==> src/rtl/urx_pkg.sv <==
package urx_pkg;
  localparam int MAX_BITS = 9;

  typedef enum logic [2:0] {
    CZ_CTRL = 3'd0,
    CZ_ERR  = 3'd1,
    CZ_FULL = 3'd2,
    CZ_IDLE = 3'd3,
    CZ_ADDR = 3'd4
  } close_cause_e;

  typedef enum logic [2:0] {
    SM_IDLE,
    SM_START,
    SM_BITS,
    SM_STOP,
    SM_WAITHI
  } smp_state_e;
endpackage

==> src/rtl/urx_sampler.sv <==
module urx_sampler
  import urx_pkg::*;
#(
  parameter int OSR = 16
) (
  input  logic       clk,
  input  logic       rst,
  input  logic       tick,
  input  logic       rxd,
  input  logic       len8,
  input  logic       addr_en,
  output logic       char_valid,
  output logic [7:0] char_data,
  output logic       char_addr,
  output logic       char_ferr,
  output logic       idle_pulse
);
  localparam int CW = $clog2(OSR);
  localparam int IW = $clog2((MAX_BITS + 2) * OSR + 1);
  localparam logic [CW-1:0] MID  = CW'(OSR / 2 - 1);
  localparam logic [CW-1:0] LAST = CW'(OSR - 1);

  smp_state_e          st;
  logic                rx_m, rx_s;
  logic [CW-1:0]       cnt;
  logic [3:0]          bidx;
  logic [MAX_BITS-1:0] shreg;
  logic [IW-1:0]       idle_cnt;
  logic [3:0]          nbits;
  logic [IW-1:0]       frame_last;

  // frame length depends on data width and presence of the address bit
  always_comb begin
    nbits = len8 ? 4'd8 : 4'd7;
    if (addr_en) nbits = nbits + 4'd1;
    frame_last = IW'((int'(nbits) + 2) * OSR - 1);
  end

  always_ff @(posedge clk) begin
    if (rst) begin
      rx_m       <= 1'b1;
      rx_s       <= 1'b1;
      st         <= SM_IDLE;
      cnt        <= '0;
      bidx       <= '0;
      shreg      <= '0;
      idle_cnt   <= '0;
      char_valid <= 1'b0;
      char_data  <= '0;
      char_addr  <= 1'b0;
      char_ferr  <= 1'b0;
      idle_pulse <= 1'b0;
    end else begin
      rx_m       <= rxd;
      rx_s       <= rx_m;
      char_valid <= 1'b0;
      idle_pulse <= 1'b0;
      if (tick) begin
        unique case (st)
          SM_IDLE: begin
            if (!rx_s) begin
              st       <= SM_START;
              cnt      <= '0;
              idle_cnt <= '0;
            end else if (idle_cnt == frame_last) begin
              idle_cnt   <= '0;
              idle_pulse <= 1'b1;
            end else begin
              idle_cnt <= idle_cnt + 1'b1;
            end
          end
          SM_START: begin
            if (cnt == MID) begin
              cnt <= '0;
              if (rx_s) st <= SM_IDLE;
              else begin
                st   <= SM_BITS;
                bidx <= '0;
              end
            end else begin
              cnt <= cnt + 1'b1;
            end
          end
          SM_BITS: begin
            if (cnt == LAST) begin
              cnt         <= '0;
              shreg[bidx] <= rx_s;
              bidx        <= bidx + 4'd1;
              if (bidx == nbits - 4'd1) st <= SM_STOP;
            end else begin
              cnt <= cnt + 1'b1;
            end
          end
          SM_STOP: begin
            if (cnt == LAST) begin
              cnt        <= '0;
              char_valid <= 1'b1;
              char_ferr  <= !rx_s;
              char_data  <= len8 ? shreg[7:0] : {1'b0, shreg[6:0]};
              char_addr  <= addr_en && (len8 ? shreg[8] : shreg[7]);
              st         <= rx_s ? SM_IDLE : SM_WAITHI;
            end else begin
              cnt <= cnt + 1'b1;
            end
          end
          SM_WAITHI: if (rx_s) st <= SM_IDLE;
          default:   st <= SM_IDLE;
        endcase
      end
    end
  end

  // a start bit high again at its midpoint returns to idle without a character
  a_r10_glitch_rejected: assert property (@(posedge clk) disable iff (rst)
    (st == SM_START && tick && cnt == MID && rx_s) |=> (st == SM_IDLE && !char_valid));

  // the character is reported only from the single stop-bit sample
  a_r1_one_stop: assert property (@(posedge clk) disable iff (rst)
    char_valid |-> ($past(st) == SM_STOP));
endmodule

==> src/rtl/urx_bufctl.sv <==
module urx_bufctl
  import urx_pkg::*;
#(
  parameter int SZW = 8,
  parameter int ILW = 4
) (
  input  logic           clk,
  input  logic           rst,
  input  logic           char_valid,
  input  logic [7:0]     char_data,
  input  logic           char_addr,
  input  logic           char_ferr,
  input  logic           idle_pulse,
  input  logic           filt,
  input  logic [7:0]     station,
  input  logic [7:0]     ctrl_char,
  input  logic           reject,
  input  logic [ILW-1:0] idle_lim,
  input  logic [SZW-1:0] buf_size,
  output logic [7:0]     out_data,
  output logic           out_we,
  output logic           close_stb,
  output logic [2:0]     close_cause
);
  logic [SZW-1:0] cnt;
  logic [ILW-1:0] irun;
  logic           accept;
  logic           is_addr, drop_data, is_ctrl;

  always_comb begin
    is_addr   = char_addr;
    drop_data = filt && !accept;
    is_ctrl   = (char_data == ctrl_char) && !reject;
  end

  always_ff @(posedge clk) begin
    if (rst) begin
      cnt         <= '0;
      irun        <= '0;
      accept      <= 1'b0;
      out_data    <= '0;
      out_we      <= 1'b0;
      close_stb   <= 1'b0;
      close_cause <= CZ_CTRL;
    end else begin
      out_we    <= 1'b0;
      close_stb <= 1'b0;
      if (char_valid) begin
        irun <= '0;
        if (char_ferr) begin
          close_stb   <= 1'b1;
          close_cause <= CZ_ERR;
          cnt         <= '0;
        end else if (is_addr) begin
          if (cnt != '0) begin
            close_stb   <= 1'b1;
            close_cause <= CZ_ADDR;
          end
          if (filt && char_data != station) begin
            accept <= 1'b0;
            cnt    <= '0;
          end else begin
            accept   <= 1'b1;
            out_we   <= 1'b1;
            out_data <= char_data;
            cnt      <= SZW'(1);
          end
        end else if (!drop_data) begin
          out_we   <= 1'b1;
          out_data <= char_data;
          if (is_ctrl) begin
            close_stb   <= 1'b1;
            close_cause <= CZ_CTRL;
            cnt         <= '0;
          end else if (cnt + SZW'(1) == buf_size) begin
            close_stb   <= 1'b1;
            close_cause <= CZ_FULL;
            cnt         <= '0;
          end else begin
            cnt <= cnt + SZW'(1);
          end
        end
      end else if (idle_pulse && cnt != '0 && idle_lim != '0) begin
        if (irun + ILW'(1) == idle_lim) begin
          close_stb   <= 1'b1;
          close_cause <= CZ_IDLE;
          cnt         <= '0;
          irun        <= '0;
        end else begin
          irun <= irun + ILW'(1);
        end
      end
    end
  end

  // framing error closes with the error cause and stores nothing
  a_r6_error_closes: assert property (@(posedge clk) disable iff (rst)
    (char_valid && char_ferr) |=> (close_stb && close_cause == CZ_ERR && !out_we));

  // data while the filter is closed is not stored
  a_r4_filtered_drop: assert property (@(posedge clk) disable iff (rst)
    (char_valid && !char_ferr && !char_addr && filt && !accept) |=> !out_we);

  // matching control character with reject clear closes with cause 0
  a_r5_ctrl_close: assert property (@(posedge clk) disable iff (rst)
    (char_valid && !char_ferr && !char_addr && !drop_data && is_ctrl)
      |=> (close_stb && close_cause == CZ_CTRL && out_we));

  // idle time never closes an empty buffer
  a_r8_idle_empty: assert property (@(posedge clk) disable iff (rst)
    (idle_pulse && !char_valid && cnt == '0) |=> !close_stb);

  // the buffer count never reaches the programmed size
  a_r7_count_bound: assert property (@(posedge clk) disable iff (rst)
    (buf_size >= SZW'(2) && $stable(buf_size)) |-> (cnt < buf_size));
endmodule

==> src/rtl/uart_rx_bufclose.sv <==
module uart_rx_bufclose
  import urx_pkg::*;
#(
  parameter int OSR = 16,
  parameter int SZW = 8,
  parameter int ILW = 4
) (
  input  logic           clk,
  input  logic           rst,
  input  logic           rxd,
  input  logic           baud_tick,
  input  logic           cfg_len8,
  input  logic [1:0]     cfg_mdrop,
  input  logic [7:0]     cfg_station,
  input  logic [7:0]     cfg_ctrl_char,
  input  logic           cfg_reject,
  input  logic [ILW-1:0] cfg_idle_lim,
  input  logic [SZW-1:0] cfg_buf_size,
  output logic [7:0]     out_data,
  output logic           out_we,
  output logic           close_stb,
  output logic [2:0]     close_cause,
  output logic           irq
);
  logic       addr_en, filt;
  logic       c_valid, c_addr, c_ferr, c_idle;
  logic [7:0] c_data;

  assign addr_en = (cfg_mdrop == 2'd1) || (cfg_mdrop == 2'd2);
  assign filt    = (cfg_mdrop == 2'd2);

  urx_sampler #(.OSR(OSR)) u_smp (
    .clk        (clk),
    .rst        (rst),
    .tick       (baud_tick),
    .rxd        (rxd),
    .len8       (cfg_len8),
    .addr_en    (addr_en),
    .char_valid (c_valid),
    .char_data  (c_data),
    .char_addr  (c_addr),
    .char_ferr  (c_ferr),
    .idle_pulse (c_idle)
  );

  urx_bufctl #(.SZW(SZW), .ILW(ILW)) u_buf (
    .clk         (clk),
    .rst         (rst),
    .char_valid  (c_valid),
    .char_data   (c_data),
    .char_addr   (c_addr),
    .char_ferr   (c_ferr),
    .idle_pulse  (c_idle),
    .filt        (filt),
    .station     (cfg_station),
    .ctrl_char   (cfg_ctrl_char),
    .reject      (cfg_reject),
    .idle_lim    (cfg_idle_lim),
    .buf_size    (cfg_buf_size),
    .out_data    (out_data),
    .out_we      (out_we),
    .close_stb   (close_stb),
    .close_cause (close_cause)
  );

  assign irq = close_stb;

  // 7-bit mode never stores bit 7
  a_r2_bit7_zero: assert property (@(posedge clk) disable iff (rst)
    (out_we && !cfg_len8 && $stable(cfg_len8)) |-> !out_data[7]);

  // a close strobe lasts a single cycle
  a_r9_single_pulse: assert property (@(posedge clk) disable iff (rst)
    close_stb |=> !close_stb);
endmodule

==> config.mk <==
export PLATFORM = sky130hd
export DESIGN_NAME = uart_rx_bufclose
export DESIGN_NICKNAME = d
export VERILOG_FILES = /design/src/rtl/urx_pkg.sv /design/src/rtl/urx_sampler.sv /design/src/rtl/urx_bufctl.sv /design/src/rtl/uart_rx_bufclose.sv
export SDC_FILE = /design/constraint.sdc
export NUM_CORES = 1
export LEC_CHECK = 0
export BUFFER_PORTS_ARGS = -buffer_cell sky130_fd_sc_hd__buf_2
export CAP_MARGIN = 40
export CORE_MARGIN = 5
export CORE_UTILIZATION = 30
export DETAILED_ROUTE_END_ITERATION = 8
export GPL_ROUTABILITY_DRIVEN = 0
export PLACE_DENSITY = 0.49
export REMOVE_ABC_BUFFERS = 1
export SYNTH_ARGS = -nofsm -noshare
export SYNTH_HDL_FRONTEND = slang
export SYNTH_HIERARCHICAL = 1
export SYNTH_SLANG_ARGS = --single-unit
==> constraint.sdc <==
create_clock -name clk -period 4.95 [get_ports clk]
set_input_delay 0.2475 -clock clk [delete_from_list [all_inputs] [get_ports clk]]
set_output_delay 0.2475 -clock clk [all_outputs]
set_load 0.05 [all_outputs]
# Word-level counts from Yosys, hierarchy flattened

Cells that the tools add are included.

Memories: 0
ROM bits: 0
Memory bits (writable): 0
Latch bits: 0
Output and inout bits: 14
Bits of input ports: 36
Flip-flop bits (word level): 68

Multiplexer cells: 61
Reductions and logical operators: 33
Bitwise logic cells: 6
Add/sub/neg operators: 9
Div/mod/pow operators: 0
Shift operators: 0
$lt $le $gt $ge: 2
$mul: 0
Equality and inequality tests: 26

Operator list:

| operator                                              | number |
|---|---|
| 2-to-1 mux 8 bit                                      | 14 |
| 2-to-1 mux 3 bit                                      | 16 |
| 2-to-1 mux 4 bit                                      | 8 |
| == test 8 bit                                         | 3 |
| 2-to-1 mux 1 bit                                      | 17 |
| adder 4 x 1 -> 4 bit, second input constant           | 4 |
| adder 8 x 1 -> 8 bit, second input constant           | 2 |
| one-hot mux 3 bit (5 select lines)                    | 1 |
| AND reduction 3 bit                                   | 5 |
| one-hot mux 4 bit (3 select lines)                    | 1 |
| inequality test 2 x 1 -> 1 bit, second input constant | 5 |
| AND reduction 5 bit                                   | 2 |
| bitwise mux 9 bit                                     | 1 |
| == test 4 bit                                         | 2 |
| inequality test 2 bit, second input constant          | 4 |
| inequality test 8 bit                                 | 1 |
| one-hot mux 4 bit (2 select lines)                    | 1 |
| nonzero test 8 bit                                    | 1 |
| subtractor 8 x 2 -> 8 bit, second input constant      | 1 |
| logical AND 1 bit                                     | 7 |
| AND reduction 7 bit                                   | 1 |
| == test 3 x 2 -> 1 bit, second input constant         | 2 |
| NOT 1 bit                                             | 6 |
| nonzero test 2 bit                                    | 3 |
| 25 further kinds                                      | 29 |

# Longest topological paths before layout

Gate-level depths: netlist (run 1).

Word-level depth: 8
Gate-level depth with buffers: 9
Depth with buffers taken out: 8

# Cells and area by module

Netlist (run 1), hierarchy kept.

Modules (own cells, without submodules):

| module           | sequential area each (um^2) | area an instance (um^2) | cells each | instances |
|---|---|---|---|---|
| urx_sampler      | 840.8                       | 2159.6                  | 246        | 1 |
| urx_bufctl       | 520.5                       | 1754.2                  | 204        | 1 |
| uart_rx_bufclose | 0.0                         | 27.5                    | 4          | 1 |

# Worst setup path after synthesis (run 1)

Ideal clock, no wire load.

Path type: register -> register
Start point: reg u_buf.cnt[0]
End point: reg u_buf.cnt[4]
Setup time: 0.132 ns
Arrival time: 1.940 ns
Period minus slack after synthesis: 2.072 ns
Cell stages (with the launch flop): 10
Required time: 4.818 ns
Path buffers: 1
Setup slack: 2.878 ns
Path through: dfxtp_1 -> inv_1 -> ha_1 -> or4b_4 -> o21ba_4 -> a41oi_4 -> a21o_4 -> buf_6 -> nand4b_1 -> a31oi_1

Cells in the longest elaborated chain, start to end: 8
Elaborated cells between the ends (all ways): 13

Ends and longest elaborated chain:

| element                | RTL line                           | text |
|---|---|---|
| start, declared        | urx_bufctl.sv:25                   | `logic [SZW-1:0] cnt;` |
| start signal, assigned | urx_bufctl.sv:80                   | `cnt <= cnt + SZW'(1);` |
| adder 8 x 1 -> 8 bit   | urx_bufctl.sv:75, urx_bufctl.sv:80 |  |
| == test 8 bit          | urx_bufctl.sv:75                   | `end else if (cnt + SZW'(1) == buf_size) begin` |
| 2-to-1 mux 8 bit       | urx_bufctl.sv:75                   |  |
| 2-to-1 mux 8 bit       | urx_bufctl.sv:71                   | `if (is_ctrl) begin` |
| 2-to-1 mux 8 bit       | urx_bufctl.sv:68                   | `end else if (!drop_data) begin` |
| 2-to-1 mux 8 bit       | urx_bufctl.sv:54                   | `end else if (is_addr) begin` |
| 2-to-1 mux 8 bit       | urx_bufctl.sv:50                   | `if (char_ferr) begin` |
| 2-to-1 mux 8 bit       | urx_bufctl.sv:48                   | `if (char_valid) begin` |

Several ways; a longest one is shown, not always the timed one. The select of a mux whose other input is x is not followed.
A chain may end at the register's enable or synchronous reset.

# Worst setup path after layout (run 1)

Start point: reg u_buf.cnt[2]
End point: reg u_buf.close_cause[1]

Cells in the longest elaborated chain, start to end: 5
Elaborated cells between the ends (all ways): 9

Ends and longest elaborated chain:

| element                                                                      | RTL line         | text |
|---|---|---|
| parallel branches: the longest is 4 deep, another holds adder 8 x 1 -> 8 bit | -                |  |
| AND reduction 5 bit (no source line) (*)                                     | -                |  |
| end signal, assigned                                                         | urx_bufctl.sv:73 | `close_cause <= CZ_CTRL;` |
| end signal, assigned                                                         | urx_bufctl.sv:77 | `close_cause <= CZ_FULL;` |
| end signal, assigned                                                         | urx_bufctl.sv:86 | `close_cause <= CZ_IDLE;` |
| end, declared                                                                | urx_bufctl.sv:23 | `output logic [2:0] close_cause` |

Mark *: on every way between the ends.

==> impl_metrics.json, run 1 <==
{
  "cpPeakStageDelay_ns": 0.56,
  "crit_slowest_cell": "nand4_1",
  "post_drt_wl_per_cell_um": 13.78,
  "cts_setup_buffers": 0,
  "rows": 41,
  "crit_buf_inv": 0,
  "io_buffers": 49,
  "num_io_pins": 50,
  "max-cap-violations": 0,
  "cp.arrival_ns": 2.81,
  "seq_area_frac_synth": 0.3454,
  "synth_cell_types": 64,
  "yosysTopAreaCellShare": 0.3454,
  "setup_viol": 0,
  "postRouteAntennaNets": 0,
  "clk_pin_slew_worst_paths_ns": 0.06,
  "tightestPinTransition_ns": 0.8482,
  "endpoint_kind": "flop",
  "ff_latch_area_um2": 1361,
  "critPathMaxFanout": 16,
  "worst_path_dominant_cell_family": "simple AND/OR/NAND/NOR gates",
  "cts_buffers": 9,
  "yosys_warnings": 6,
  "use_met3": 0.03559,
  "die_w_um": 124.6,
  "multiInputGateArea_um2": 2377,
  "power.density_nw_per_um2": 276.3,
  "ctsHoldBuffers": 0,
  "gr-usage-met1": 0.1561,
  "grt_use_total": 0.1194,
  "synth_edf_count": 0,
  "first_global_vias": 3149,
  "cts_buffer_depth": 2,
  "grt_max_degree": 63,
  "crit_path_start_kind": "flop",
  "grt_pass1_wl_um": 15510,
  "initial_core_util": 0.3086,
  "nFillCells": 1338,
  "period_minus_slack_ns": 2.533,
  "slew_violations": 0,
  "dp_hpwl_um": 6446,
  "cts-root-buf": "clkbuf_16",
  "cp_cell_sequence": "nand3_2, or3_1, a211oi_1, nand4_1, nand2_1, o221a_2",
  "rsz0062_at_grt": "no",
  "post-route-period-util": 0.5118,
  "cts_tree": "yes",
  "cp.required_ns": 5.23,
  "cts_sinks": 68,
  "vias": 3255,
  "post-route-drc-count": 0,
  "leakage_uw": 0.001719,
  "fp.coreArea_um2": 12770,
  "area_growth_pct": 15.37,
  "fp.dieH_um": 124.6,
  "fin_skew_ns": 0.004417,
  "criticalPathCategory": "reg2reg",
  "netlist_top_cells_area": "dfxtp_1 (35%), xnor2_1 (5.1%), xor2_1 (4.7%), mux2i_1 (4.6%), nor2_1 (4.4%)",
  "vias_per_cell": 4.910,
  "use_met2": 0.1873,
  "ir_drop_mv": 0.1729,
  "antenna_found_initial": 0,
  "diodes": 0,
  "synth.cell_area_um2": 3941,
  "cts.htree.levels": 3,
  "max_slew_margin": 0.4325,
  "synth_area_leader_cell": "dfxtp_1",
  "fin_nets": 535,
  "cts_resized": 0,
  "busiest_layer": "met2",
  "drive_above_1_share": 0.1752,
  "async_flop_share": 0,
  "clkLatencyLatePin_ns": 0.33,
  "status": "finished, final reports clean",
  "synthCells": 454,
  "avgSynthCellArea_um2": 8.681,
  "drt_iter0_markers": 202,
  "final_util": 0.3560,
  "firstDrtPassIters": 4,
  "finalWirelength_um": 9139,
  "synth.ff_latch_count": 68,
  "gr-total-overflow": 0,
  "finalSetupTns_ns": 0,
  "ys.flop_type": "dfxtp_1",
  "hold_path_class": "in2reg",
  "die-area_um2": 15530,
  "hold_viol": 0,
  "fmax_mhz": 394.7
}
-- metal layers --
layer	share of wire	wire length, um
met1	0.49	4451
met2	0.45	4126
met3	0.044	403
met4	0.017	157
met5	0	0
-- report_power, final --
group | internal [uW] | leakage, uW | switching [uW] | total, uW
Sequential | 550 | 0.000548 | 4.35 | 554
Clock | 398 | 0.000144 | 234 | 632
Combinational | 31.0 | 0.00103 | 39.0 | 70.0
-- synth_stat cells, types with 3 or more instances --
master,n
xnor2_1,23
a31oi_1,8
nor3_1,9
xor2_1,21
nand2b_1,8
nor4_1,3
nand3_1,16
buf_6,5
mux2i_1,18
nor3b_1,5
nand2_1,43
nor2_1,46
ha_1,12
a211oi_1,4
nor2b_1,11
a311oi_1,3
nand3b_1,4
buf_4,3
a21o_1,3
inv_1,11
nand4b_1,13
or4_1,3
buf_2,8
nand4_1,14
clkbuf_1,13
a21oi_1,23
dfxtp_1,68
o21ai_0,4
-- path summary, 6_finish.rpt --
| path | from | endpoint | slack, ns | depth (start not counted) |
|---|---|---|---|---|
| max | u_buf/cnt[2] | u_buf/close_cause[1] | 2.42 | 6 |
| max reg2reg | u_buf/cnt[2] | u_buf/close_cause[1] | 2.42 | 6 |
| min reg2reg | u_smp/rx_m | u_smp/rx_s | 0.41 | 1 |
| min | rxd | u_smp/rx_m | 0.1 | 2 |
-- cell usage in the layout, fill, tap and decap left out, drive strengths merged, types with 14 or more instances in the layout --
| master | n |
|---|---|
| nor2 | 47 |
| buf | 51 |
| nand2 | 44 |
| xnor2 | 23 |
| a21oi | 26 |
| mux2i | 18 |
| nand3 | 17 |
| dfxtp | 68 |
| xor2 | 21 |
| nand4 | 14 |
-- final cells by class --
type                       count  area share
timing repair buffer          51     0.05724
clock buffer                  10     0.05256
tap                          172     0.04733
clock inverter                 5     0.01156
multi-input combinational    346      0.5228
sequential                    68      0.2994
inverter                      11    0.009081
-- registers in the layout, summed over array words and instances (netlist names) --
register and flops:
u_buf/out_we 1, u_smp/char_ferr 1, u_smp/shreg 9, u_smp/rx_m 1
u_smp/char_valid 1, u_smp/char_data 8, u_buf/irun 4, u_buf/cnt 8
u_smp/idle_cnt 8, u_smp/char_addr 1, u_smp/idle_pulse 1, u_buf/close_cause 3
u_buf/close_stb 1, u_smp/rx_s 1, u_buf/accept 1, u_buf/out_data 8
u_smp/st 3, u_smp/bidx 4, u_smp/cnt 4
-- worst reg2reg max path: cells and delay by family, from the launching register on --
| family | cells | cell delay, ns |
|---|---|---|
| AO/OA/AOI/OAI | 2 | 0.46 |
| AND/OR/NAND/NOR | 4 | 1.56 |
| flip-flops | 1 | 0.46 |
-- stage by stage --
stage	total power (uW)	hold slack, ns	setup slack, ns	std cells	cell area, um2
CTS	1281	0.08496	2.425	663	4547
global route	1310	0.08632	2.181	663	4547
finish	1256	0.09515	2.417	663	4547
global placement	636.3	0.3956	2.434	647	4248
detailed placement	636.9	0.3967	2.424	648	4255
floorplan	601.0	0.3099	2.529	425	3774
-- cells by family after synthesis --
| logic type | after synthesis | share of synthesized area |
|---|---|---|
| and+or+nand+nor | 197 | 0.2749 |
| AOI/OAI and AO/OA | 73 | 0.1384 |
| DFF | 68 | 0.3454 |
| xor gates and xnor gates | 44 | 0.09778 |
| buffers and inverters | 40 | 0.05302 |
| muxes | 20 | 0.05238 |
| adders and majority gates | 12 | 0.03809 |
Power figures use the tool's default switching activity.
==> inputs of run 2 (changes only) <==
- clock period: 4.95 -> 2.5 ns (I/O delays scaled with it)
==> impl_metrics.json, run 2 (synthesized netlist as in run 1, its figures left out) <==
{
  "status": "finished, final reports clean",
  "fp.dieH_um": 124.6,
  "nFillCells": 1333,
  "ir_drop_mv": 0.4155,
  "fin_nets": 540,
  "cts_setup_buffers": 0,
  "tightestPinTransition_ns": 0.8256,
  "fmax_mhz": 450.8,
  "diodes": 0,
  "power.density_nw_per_um2": 535.5,
  "r2r-end": "u_buf/close_cause[2]",
  "stdcell_count": 668,
  "top_register": "u_smp/shreg",
  "cts_buffer_depth": 2,
  "clk_pin_slew_worst_paths_ns": 0.05,
  "initial_core_util": 0.3086,
  "area_growth_pct": 16.48,
  "post_drt_wl_per_cell_um": 13.62,
  "reg2reg_from": "u_buf/cnt[0]",
  "die-area_um2": 15530,
  "drive_above_1_share": 0.1794,
  "multiInputGateArea_um2": 2377,
  "crit_path_start_kind": "flop",
  "fin_skew_ns": 0.002742,
  "cp.required_ns": 2.77,
  "min_path_cells": 3,
  "max-cap-violations": 0,
  "firstDrtPassIters": 6,
  "dp_cells": 652,
  "first_global_vias": 3228,
  "vias_per_cell": 4.889,
  "hold_viol": 0,
  "cts-root-buf": "clkbuf_16",
  "endpoint_kind": "flop",
  "criticalPathCategory": "reg2reg",
  "reg2reg_slack_ns": 0.28,
  "cts_buffers": 9,
  "worstHoldStart": "cfg_len8",
  "gr-total-overflow": 0,
  "rsz0062_at_grt": "no",
  "layout_common_cells": "dfxtp_1 (68), buf_2 (49), nor2_1 (46)",
  "largest_register_ff_count": 9,
  "cts_tree": "yes",
  "finalWirelength_um": 9099,
  "leakage_uw": 0.001743,
  "antenna_found_initial": 0,
  "final_util": 0.3594,
  "vias": 3266,
  "hold_path_class": "in2reg",
  "cp.arrival_ns": 2.49,
  "critPathMaxFanout": 6,
  "dp_hpwl_um": 6572,
  "postRouteAntennaNets": 0,
  "rows": 41,
  "post-route-drc-count": 0,
  "grt_max_degree": 46,
  "final_area_um2": 4591,
  "cts_sinks": 68,
  "io_buffers": 49,
  "min_to": "u_smp/char_data[7]",
  "slew_violations": 0,
  "drt_iter0_markers": 162,
  "num_io_pins": 50,
  "die_w_um": 124.6,
  "layout_commonest_cell": "dfxtp_1",
  "cts.htree.levels": 3,
  "clkLatencyLatePin_ns": 0.33,
  "post-route-period-util": 0.8872,
  "fp.coreArea_um2": 12770,
  "max_slew_margin": 0.4476,
  "finalSetupTns_ns": 0,
  "r2r.worst_path.cells": 8,
  "period_minus_slack_ns": 2.218,
  "setup_viol": 0,
  "place_area_um2": 4298,
  "grt_use_total": 0.1206,
  "ff_latch_area_um2": 1361,
  "grt_pass1_wl_um": 15740
}
[run 2: cell count changes in the layout (fill, tap and decap cells not counted)]
cell,delta
dlygate4sd3_1,+1
clkinv_4,+1
clkbuf_1,+1
clkinvlp_4,-1
buf_12,+1
buf_4,+3
clkbuf_8,-1
[run 2: power breakdown]
group	switching, uW	internal (uW)
Clock	458	762
Sequential	8.59	1090
Combinational	75.9	64.3
[run 2: routing by layer]
| layer | track usage | vias to the layer above | routed length [um] |
|---|---|---|---|
| met5 | 0 | - | 0 |
| met4 | 0.03095 | 0 | 68 |
| met3 | 0.04460 | 6 | 442 |
| met2 | 0.1931 | 50 | 4282 |
| met1 | 0.1532 | 1521 | 4306 |
| li1 | - | 1689 | - |
[run 2: cell type report]
type | count | share of cell area
inverters | 11 | 0.008994
clock inverters | 5 | 0.01172
flip-flops and latches | 68 | 0.2965
clock buffers | 10 | 0.04988
repair buffers | 56 | 0.06814
multi-input cells | 346 | 0.5179
well taps | 172 | 0.04688
[run 2: worst max path at each step]
stage | start | endpoint | slack, ns | cells past startpoint
floorplan | u_smp/char_data[6] | u_buf/out_data[0] | 0.08 | 6
finish | u_buf/cnt[0] | u_buf/close_cause[2] | 0.28 | 8
global route | u_buf/cnt[0] | u_buf/cnt[1] | 0.13 | 8
detailed placement | u_buf/cnt[0] | u_buf/close_cause[2] | 0.28 | 8
CTS | u_buf/cnt[0] | u_buf/close_cause[2] | 0.28 | 8
global placement | u_buf/cnt[0] | u_buf/close_cause[2] | 0.35 | 8
[run 2: what timing repair did]
item / CTS / global route
hold buffers: 1 / 0
gates resized for setup: 0 / 0
endpoints found under the hold margin: 1 / 0
[run 2: per-stage QoR]
| stage | setup slack (ns) | power [uW] | hold WS (ns) |
|---|---|---|---|
| after floorplan | 0.07941 | 1190 | 0.1874 |
| after global placement | 0.3532 | 1260 | 0.3105 |
| after detailed placement | 0.2832 | 1262 | 0.3133 |
| after CTS | 0.2754 | 2519 | 0.1236 |
| after global routing | 0.1269 | 2582 | 0.1295 |
| final | 0.2819 | 2458 | 0.1342 |
[run 2: worst max-delay path, cell delays in order (launching register included)]
cell     delay, ns
dfxtp_1       0.37
inv_1         0.08
ha_1          0.13
or4b_4        0.47
o21ba_4       0.26
a41oi_4       0.32
a21oi_2       0.09
mux2_4        0.32
a21oi_2       0.12
==> inputs of run 3 (changes only) <==
- CORE_UTILIZATION: 30 -> 25
- PLACE_DENSITY: 0.49 -> 0.43
==> impl_metrics.json, run 3 (synthesized netlist as in run 1, its figures left out) <==
{
  "cpMostUsedCell": "a21oi_2",
  "initial_core_util": 0.2518,
  "grt_max_degree": 35,
  "critPathMaxFanout": 6,
  "die-area_um2": 18380,
  "tightestPinTransition_ns": 0.6209,
  "fin_skew_ns": 0.005636,
  "period_minus_slack_ns": 2.216,
  "fin_nets": 543,
  "grt_use_total": 0.1110,
  "gr-total-overflow": 0,
  "ir_drop_mv": 0.3175,
  "drive_above_1_share": 0.1860,
  "cp_cell_sequence": "inv_1, ha_1, or4b_4, o21ba_4, a41oi_4, a21oi_2, mux2_4, a21oi_2",
  "cts_buffers": 9,
  "layout_common_cells": "dfxtp_1 (68), buf_2 (49), nor2_1 (46)",
  "cts_sinks": 68,
  "slew_violations": 0,
  "top_register": "u_smp/shreg",
  "internal_power_uw": 1976,
  "finalWirelength_um": 9765,
  "hold_viol": 0,
  "max_slew_margin": 0.5855,
  "drt_iter0_markers": 254,
  "rsz0062_at_grt": "no",
  "max-cap-violations": 0,
  "switching_share": 0.2202,
  "layout_commonest_cell": "dfxtp_1",
  "io_buffers": 49,
  "antenna_found_initial": 0,
  "cp.arrival_ns": 2.48,
  "crit_path_start_kind": "flop",
  "cts_buffer_depth": 2,
  "criticalPathCategory": "reg2reg",
  "crit_slowest_cell": "or4b_4",
  "clkPwrFrac": 0.510,
  "p_sw_uw": 558.0,
  "vias_per_cell": 4.708,
  "first_global_vias": 3334,
  "post_drt_wl_per_cell_um": 13.64,
  "fmax_mhz": 451.3,
  "clk_pin_slew_worst_paths_ns": 0.06,
  "leakage_uw": 0.001761,
  "grt_pass1_wl_um": 16510,
  "firstDrtPassIters": 4,
  "diodes": 0,
  "finalSetupTns_ns": 0,
  "cpPeakStageDelay_ns": 0.47,
  "setup_slack_ns": 0.2842,
  "power.density_nw_per_um2": 541.9,
  "area_growth_pct": 18.67,
  "postRouteAntennaNets": 0,
  "cts_tree": "yes",
  "reg2reg_slack_ns": 0.28,
  "setup_viol": 0,
  "vias": 3371,
  "endpoint_kind": "flop",
  "post-route-period-util": 0.8863,
  "power_frac_seq": 0.433,
  "cts.htree.levels": 3,
  "cp.required_ns": 2.76,
  "die_w_um": 135.6,
  "dp_worst_setup_slack_ns": 0.3024,
  "num_io_pins": 50,
  "hold_path_class": "in2reg",
  "clkLatencyLatePin_ns": 0.33,
  "dp_hpwl_um": 7210,
  "cts-root-buf": "clkbuf_16",
  "post-route-drc-count": 0,
  "fp.dieH_um": 135.6,
  "largest_register_ff_count": 9,
  "status": "finished, final reports clean",
  "fp.coreArea_um2": 15660,
  "rows": 46,
  "combPwrFrac": 0.057
}
[run 3: changes by cell type in the layout (fill, tap and decap cells not counted)]
cell / delta
clkbuf_8: +2
buf_12: -1
clkinv_4: -1
buf_4: +4
clkinv_2: -1
clkinvlp_4: +1
[run 3: power groups by stage]
stage                     registers [uW]  clock network (uW)  logic (uW)
after detailed placement            1120                   0         144
after global routing                1100                1390         160
after CTS                           1100                1340         146
after global placement              1120                   0         142
after floorplan                     1120                   0        71.7
final                               1100                1290         143
[run 3: per-layer routing]
layer  track usage  share of wire  vias to the layer above  wire length, um
met1        0.1445           0.47                     1592             4634
li1              -              -                     1701                -
met5             0              0                        -                0
met2        0.1803           0.47                       68             4614
met3       0.02749          0.039                       10              381
met4       0.03639          0.014                        0              135
[run 3: repair_timing]
action | CTS | global route
setup endpoints to repair | 0 | 0
hold buffers | 1 | 0
buffers inserted | 0 | 0
gates resized for setup | 0 | 0
hold endpoints to repair | 1 | 0
[run 3: cell type report]
type	count	area, um2
timing repair buffer	59	322.8
multi-input combinational	346	2377
clock buffer	12	256.5
inverter	11	41.29
fill	1703	10980
sequential	68	1361
tap	216	270.3
clock inverter	4	47.55
[run 3: worst max-delay path, delay by kind of cell, from the launching register on]
kind,cells,cell delay [ns]
buffers and inverters,1,0.09
DFF,1,0.37
adders and majority gates,1,0.14
muxes,1,0.31
AOI/OAI and AO/OA,4,0.77
and+or+nand+nor,1,0.47
[run 3: path summary, 6_finish.rpt]
path,from,end,cells past startpoint
setup reg to reg,u_buf/cnt[0],u_buf/close_cause[2],8
hold / removal,cfg_len8,u_smp/char_data[7],3
setup / recovery,u_buf/cnt[0],u_buf/close_cause[2],8
hold reg to reg,u_smp/rx_m,u_smp/rx_s,1
[run 3: stage by stage]
stage / util / hold slack, ns / total power (uW) / area, um2 / std cells
after global routing: 0.2988 / 0.1575 / 2648 / 4677 / 716
after floorplan: - / 0.1874 / 1190 / 3774 / 425
after detailed placement: 0.2787 / 0.3148 / 1265 / 4363 / 699
final: 0.2988 / 0.1353 / 2534 / 4677 / 716
after global placement: 0.2787 / 0.3111 / 1264 / 4363 / 699
after CTS: 0.2988 / 0.1296 / 2585 / 4677 / 716
